$ cat src/rtl/usb_txgate_pkg.sv
package usb_txgate_pkg;

  typedef enum logic [1:0] {
    XF_CTRL = 2'd0,
    XF_BULK = 2'd1,
    XF_INTR = 2'd2,
    XF_ISO  = 2'd3
  } xfer_e;

  typedef enum logic [1:0] {
    TK_OUT   = 2'd0,
    TK_IN    = 2'd1,
    TK_SETUP = 2'd2,
    TK_NONE  = 2'd3
  } tok_e;

  localparam logic [1:0] RS_NAK = 2'd0;
  localparam logic [1:0] RS_BUF = 2'd1;

endpackage

$ cat src/rtl/txg_frame_timer.sv
module txg_frame_timer #(
  parameter int IVL_W = 4
) (
  input  logic             clk,
  input  logic             rst,
  input  logic             sof_i,
  input  logic [IVL_W-1:0] reload_i,
  input  logic             consume_i,
  output logic             frame_ok_o
);

  logic [IVL_W-1:0] cnt_q;
  logic             ok_q;

  // A frame is valid when the counter has reached zero at the start-of-frame
  // pulse. The open window is closed early once the pipe has used it.
  always_ff @(posedge clk) begin
    if (rst) begin
      cnt_q <= '0;
      ok_q  <= 1'b0;
    end else if (sof_i) begin
      if (cnt_q == '0) begin
        cnt_q <= reload_i;
        ok_q  <= 1'b1;
      end else begin
        cnt_q <= cnt_q - 1'b1;
        ok_q  <= 1'b0;
      end
    end else if (consume_i) begin
      ok_q <= 1'b0;
    end
  end

  assign frame_ok_o = ok_q;

endmodule

$ cat src/rtl/txg_eligibility.sv
module txg_eligibility
  import usb_txgate_pkg::*;
(
  input  logic [1:0] xfer_i,
  input  logic       dir_out_i,
  input  logic [1:0] rsp_i,
  input  logic       setup_i,
  input  logic       rx_space_i,
  input  logic       tx_data_i,
  input  logic       frame_ok_i,
  output logic       fire_o,
  output tok_e       tok_o,
  output logic       zlp_o,
  output logic       drop_o,
  output logic       periodic_o
);

  logic  buf_ok;
  xfer_e kind;

  assign kind   = xfer_e'(xfer_i);
  assign buf_ok = dir_out_i ? tx_data_i : rx_space_i;

  always_comb begin
    fire_o     = 1'b0;
    tok_o      = TK_NONE;
    zlp_o      = 1'b0;
    drop_o     = 1'b0;
    periodic_o = 1'b0;
    if (setup_i) begin
      fire_o = 1'b1;
      tok_o  = TK_SETUP;
    end else if (rsp_i == RS_BUF) begin
      tok_o = dir_out_i ? TK_OUT : TK_IN;
      unique case (kind)
        XF_CTRL, XF_BULK: fire_o = buf_ok;
        XF_INTR: begin
          periodic_o = 1'b1;
          fire_o     = frame_ok_i & buf_ok;
        end
        XF_ISO: begin
          periodic_o = 1'b1;
          fire_o     = frame_ok_i;
          zlp_o      = dir_out_i & ~tx_data_i;
          drop_o     = ~dir_out_i & ~rx_space_i;
        end
        default: fire_o = 1'b0;
      endcase
    end
  end

endmodule

$ cat src/rtl/txg_pipe.sv
module txg_pipe
  import usb_txgate_pkg::*;
#(
  parameter int IVL_W = 4
) (
  input  logic             clk,
  input  logic             rst,
  input  logic             run_i,
  input  logic             sof_i,
  input  logic [1:0]       xfer_i,
  input  logic             dir_out_i,
  input  logic [1:0]       rsp_i,
  input  logic [IVL_W-1:0] interval_i,
  input  logic             setup_set_i,
  input  logic             rx_space_i,
  input  logic             tx_data_i,
  input  logic             ack_i,
  output logic             req_o,
  output logic [1:0]       tok_o,
  output logic             zlp_o,
  output logic             drop_o,
  output logic             setup_pend_o
);

  logic setup_q, pend_q, pend_setup_q;
  logic req_q, zlp_q, drop_q;
  logic [1:0] tok_q;
  logic frame_ok, fire, zlp_c, drop_c, periodic, issue;
  tok_e tok_c;

  txg_frame_timer #(.IVL_W(IVL_W)) u_timer (
    .clk       (clk),
    .rst       (rst),
    .sof_i     (sof_i),
    .reload_i  (interval_i),
    .consume_i (issue & periodic),
    .frame_ok_o(frame_ok)
  );

  txg_eligibility u_elig (
    .xfer_i    (xfer_i),
    .dir_out_i (dir_out_i),
    .rsp_i     (rsp_i),
    .setup_i   (setup_q),
    .rx_space_i(rx_space_i),
    .tx_data_i (tx_data_i),
    .frame_ok_i(frame_ok),
    .fire_o    (fire),
    .tok_o     (tok_c),
    .zlp_o     (zlp_c),
    .drop_o    (drop_c),
    .periodic_o(periodic)
  );

  assign issue = run_i & ~pend_q & fire;

  always_ff @(posedge clk) begin
    if (rst) begin
      setup_q      <= 1'b0;
      pend_q       <= 1'b0;
      pend_setup_q <= 1'b0;
      req_q        <= 1'b0;
      tok_q        <= 2'd0;
      zlp_q        <= 1'b0;
      drop_q       <= 1'b0;
    end else begin
      if (setup_set_i) setup_q <= 1'b1;
      else if (ack_i && pend_q && pend_setup_q) setup_q <= 1'b0;

      if (issue) begin
        pend_q       <= 1'b1;
        pend_setup_q <= (tok_c == TK_SETUP);
      end else if (ack_i) begin
        pend_q <= 1'b0;
      end

      req_q  <= issue;
      zlp_q  <= issue & zlp_c;
      drop_q <= issue & drop_c;
      if (issue) tok_q <= tok_c;
    end
  end

  assign req_o        = req_q;
  assign tok_o        = tok_q;
  assign zlp_o        = zlp_q;
  assign drop_o       = drop_q;
  assign setup_pend_o = setup_q;

endmodule

$ cat src/rtl/usb_pipe_txn_gate.sv
module usb_pipe_txn_gate #(
  parameter int NUM_PIPES = 4,
  parameter int IVL_W     = 4
) (
  input  logic                       clk,
  input  logic                       rst,
  input  logic                       host_mode_i,
  input  logic                       bus_active_i,
  input  logic                       sof_i,
  input  logic [2*NUM_PIPES-1:0]     xfer_type_i,
  input  logic [NUM_PIPES-1:0]       dir_out_i,
  input  logic [2*NUM_PIPES-1:0]     rsp_i,
  input  logic [IVL_W*NUM_PIPES-1:0] interval_i,
  input  logic [NUM_PIPES-1:0]       setup_set_i,
  input  logic [NUM_PIPES-1:0]       rx_space_i,
  input  logic [NUM_PIPES-1:0]       tx_data_i,
  input  logic [NUM_PIPES-1:0]       ack_i,
  output logic [NUM_PIPES-1:0]       req_o,
  output logic [2*NUM_PIPES-1:0]     tok_o,
  output logic [NUM_PIPES-1:0]       zlp_o,
  output logic [NUM_PIPES-1:0]       drop_o,
  output logic [NUM_PIPES-1:0]       setup_pend_o
);

  logic run;
  assign run = host_mode_i & bus_active_i;

  for (genvar p = 0; p < NUM_PIPES; p++) begin : g_pipe
    txg_pipe #(.IVL_W(IVL_W)) u_pipe (
      .clk         (clk),
      .rst         (rst),
      .run_i       (run),
      .sof_i       (sof_i),
      .xfer_i      (xfer_type_i[2*p +: 2]),
      .dir_out_i   (dir_out_i[p]),
      .rsp_i       (rsp_i[2*p +: 2]),
      .interval_i  (interval_i[IVL_W*p +: IVL_W]),
      .setup_set_i (setup_set_i[p]),
      .rx_space_i  (rx_space_i[p]),
      .tx_data_i   (tx_data_i[p]),
      .ack_i       (ack_i[p]),
      .req_o       (req_o[p]),
      .tok_o       (tok_o[2*p +: 2]),
      .zlp_o       (zlp_o[p]),
      .drop_o      (drop_o[p]),
      .setup_pend_o(setup_pend_o[p])
    );
  end

endmodule

$ cat config.mk
export PLATFORM = sky130hd
export DESIGN_NAME = usb_pipe_txn_gate
export DESIGN_NICKNAME = d
export VERILOG_FILES = /design/src/rtl/usb_txgate_pkg.sv /design/src/rtl/txg_frame_timer.sv /design/src/rtl/txg_eligibility.sv /design/src/rtl/txg_pipe.sv /design/src/rtl/usb_pipe_txn_gate.sv
export SDC_FILE = /design/constraint.sdc
export NUM_CORES = 1
export LEC_CHECK = 0
export BUFFER_PORTS_ARGS = -buffer_cell sky130_fd_sc_hd__buf_2
export CAP_MARGIN = 20
export CORE_MARGIN = 8
export CORE_UTILIZATION = 50
export DETAILED_ROUTE_END_ITERATION = 8
export PLACE_DENSITY_LB_ADDON = 0.12
export SLEW_MARGIN = 25
export SYNTH_ARGS = -nofsm -noshare
export SYNTH_HDL_FRONTEND = slang
export SYNTH_SLANG_ARGS = --single-unit
$ cat constraint.sdc
create_clock -name clk -period 1.8 [get_ports clk]
set_input_delay 0.09 -clock clk [delete_from_list [all_inputs] [get_ports clk]]
set_output_delay 0.09 -clock clk [all_outputs]
set_load 0.005 [all_outputs]
==> results.ini <==
[yosys]
yosys-top-cells-area = dfxtp_1 (41%), a21oi_1 (5.8%), nor2_1 (4.9%), buf_4 (4.8%), nand2b_1 (3.5%)
async_flop_share_pct = 0
synth_area_per_cell_um2 = 8.39
ys_seq_area_share_pct = 41.4
yosys.area.top_type = dfxtp_1
ys_types = 47
syn_nets = 361
synth_top_area_share_pct = 41.4
syn-cell-area_um2 = 2520
syn_inst = 300
synth_edf_count = 0
synth_ff_type = dfxtp_1
synth-seq-cells = 52
yosysWarningCount = 0

[pwr]
power.total_mw = 2.43
leakage_nw = 1.34
pwr-share-comb_pct = 20.5
switching_share_pct = 28.2
p_clk_share_pct = 26.0
p_int_mw = 1.74
p_per_area_nw_per_um2 = 780
ir_worst_vdd_v = 0.000492
switchingPower_mw = 0.685
seq_power_share_pct = 53.5

[setup_path]
cp_top_family = simple AND/OR/NAND/NOR gates
critPathMaxStageDelay_ps = 630
critPathMaxFanout = 4
arrival_ps = 1950
path_cells = dlygate4sd3_1, mux2_4, o2111ai_4, or4b_4, nor4b_4
required_ps = 2020
cp-end-kind = flip-flop
critPathSlowestCell = dlygate4sd3_1
path_class = input pin to flip-flop
cp_num_buf_inv = 1
crit_path_start_kind = input pin

[routing]
vias_per_cell = 5.12
drc = 0
dr_total_vias = 2301
drtIter0Drc = 71
wl_per_cell_um = 13.2
drt_wl_total_mm = 5.93
ant_nets = 0
firstDrtPassIters = 4

[sta]
hold_ws_ps = -4.15
tns_ps = 0
hold_violations = 1
setup_viol = 0
rsz0062_at_grt = no
fin_crit_sh_pct = 96.0
timing.slew.headroom_pct = 63.6
min_period_ps = 1730
fmax_ghz = 0.579
drv_slew = 0
worst_pin_slew_ps = 544
fin_skew_ps = 2.73

[clocking]
insertion_delay_ps = 300
clk_pin_slew_ps = 90
cts_tree = built
htree_levels = 2
cts_buffer_depth = 2
cts_made_buffers = 5
cts-root-buf = clkbuf_8
cts.sinks = 52

[cells_and_area]
final_common_cell = buf_2
fillers = 460
layout-drive-gt1-share_pct = 27.4
num_antenna_cells = 0
syn_to_final_growth_pct = 23.6
largest_reg_flops = 16
fin_nets = 440
mostFrequentLayoutCells = buf_2 (79), dfxtp_1 (52), nor2_1 (33)
top_register = g_pipe.u_pipe.u_timer.cnt_q

[placement]
hpwl_mm = 4.44
io_buffers = 80
gp_congestion = 0.763

[outcome]
violations = hold timing
outcome = complete, but fails checks

[floorplan]
rows = 26
initial_core_util_pct = 50.6
ios = 81
core-area_um2 = 4980
fp.dieW_um = 87.0
die_y_um = 87.0
dieArea_um2 = 7560

[global_routing]
grt_pass1_wl_mm = 9.88
grt_pass1_vias = 2260
grt_usage_pct = 15.8
antenna_found_initial = 0
grt.overflow.total = 0
grt_max_degree = 28

[hold_path]
min_path_type = input pin to flip-flop

[run]
maxCapViolCount = 0

==> final timing paths <==
| path | to | startpoint | slack (ps) | cells past startpoint |
|---|---|---|---|---|
| worst min-delay path | g_pipe[2].u_pipe.drop_o | dir_out_i[2] | -4 | 2 |
| worst min register to register | g_pipe[1].u_pipe.tok_o[1] | g_pipe[1].u_pipe.tok_o[1] | 460 | 2 |
| worst max-delay path | g_pipe[1].u_pipe.drop_o | dir_out_i[1] | 70 | 5 |
| worst max register to register | g_pipe[1].u_pipe.drop_o | g_pipe[1].u_pipe.pend_q | 150 | 4 |
==> per-stage QoR <==
stage / instance area, um2 / std cells / util (%) / worst slack, ps
6_report: 3110 / 449 / 62.5 / 72.8
5_1_grt: 3110 / 449 / 62.5 / 21.3
4_1_cts: 3080 / 448 / 61.9 / 38.0
3_5_place_dp: 2890 / 429 / 58.0 / 121
3_3_place_gp: 2890 / 429 / 58.0 / 178
2_1_floorplan: 2520 / 300 / - / 225
==> worst reg2reg max path: cells and delay by family (launching register included) <==
kind | cells | cell delay, ps
AO/OA/AOI/OAI | 1 | 150
flip-flops | 1 | 330
AND/OR/NAND/NOR | 3 | 1100
==> timing repair <==
action / in CTS / in global routing
gates resized for setup: 0 / 3
setup endpoints to repair: 0 / 2
hold buffers: 12 / 0
endpoints found under the hold margin: 9 / 0
buffers inserted: 0 / 3
==> layer usage <==
layer,vias up,part of all wire [%],GRT usage (%)
met2,43,51,28.8
met4,0,0.89,4.23
li1,1206,-,-
met1,1047,43,17.6
met3,5,5.2,4.15
met5,-,0,0
==> Yosys cell counts (2+ instances only) <==
cell	n
clkbuf_1	8
a31oi_1	2
inv_1	18
nand3_1	8
a311o_1	2
o21a_1	2
dfxtp_1	52
and2_1	2
o31ai_1	5
and3b_2	3
o22ai_1	4
nand2_1	21
buf_1	2
nor2b_1	2
a311oi_1	2
and2_2	2
a211oi_1	10
a21oi_1	29
buf_4	16
nor3_1	13
mux2i_1	5
ha_1	4
nand2b_1	14
a221oi_1	2
nor2_1	33
or4_1	2
nor4_1	2
nor3b_1	8
nand4b_1	2
nand3b_1	3
o21ai_0	6
==> power groups by stage <==
stage,Clock (mW),Sequential (mW),Combinational (mW)
4_1_cts,0.652,1.30,0.497
6_report,0.631,1.30,0.497
2_1_floorplan,0,1.31,0.339
5_1_grt,0.692,1.31,0.574
3_3_place_gp,0,1.32,0.470
3_5_place_dp,0,1.32,0.479
==> layout make-up <==
type                    count  area, um2  share of cell area (%)
multi-input cells         204       1270                    40.9
flip-flops and latches     52       1040                    33.5
repair buffers             98        566                    18.2
well taps                  70       87.6                    2.82
clock buffers               6       72.6                    2.33
inverters                  18       67.6                    2.17
clock inverters             1       5.00                   0.161
==> logic make-up (layout without fill, tap and decap cells) <==
family / count (synthesis) / in the layout / synth area share (%)
adder cells (fa/ha/maj): 4 / 4 / 1.99
AND/OR/NAND/NOR: 124 / 124 / 26.8
multiplexers: 6 / 6 / 2.58
AO/OA/AOI/OAI: 70 / 70 / 18.3
buffers and inverters: 44 / 123 / 8.95
flip-flops: 52 / 52 / 41.4
No activity file was read; power rests on OpenSTA's default activity.
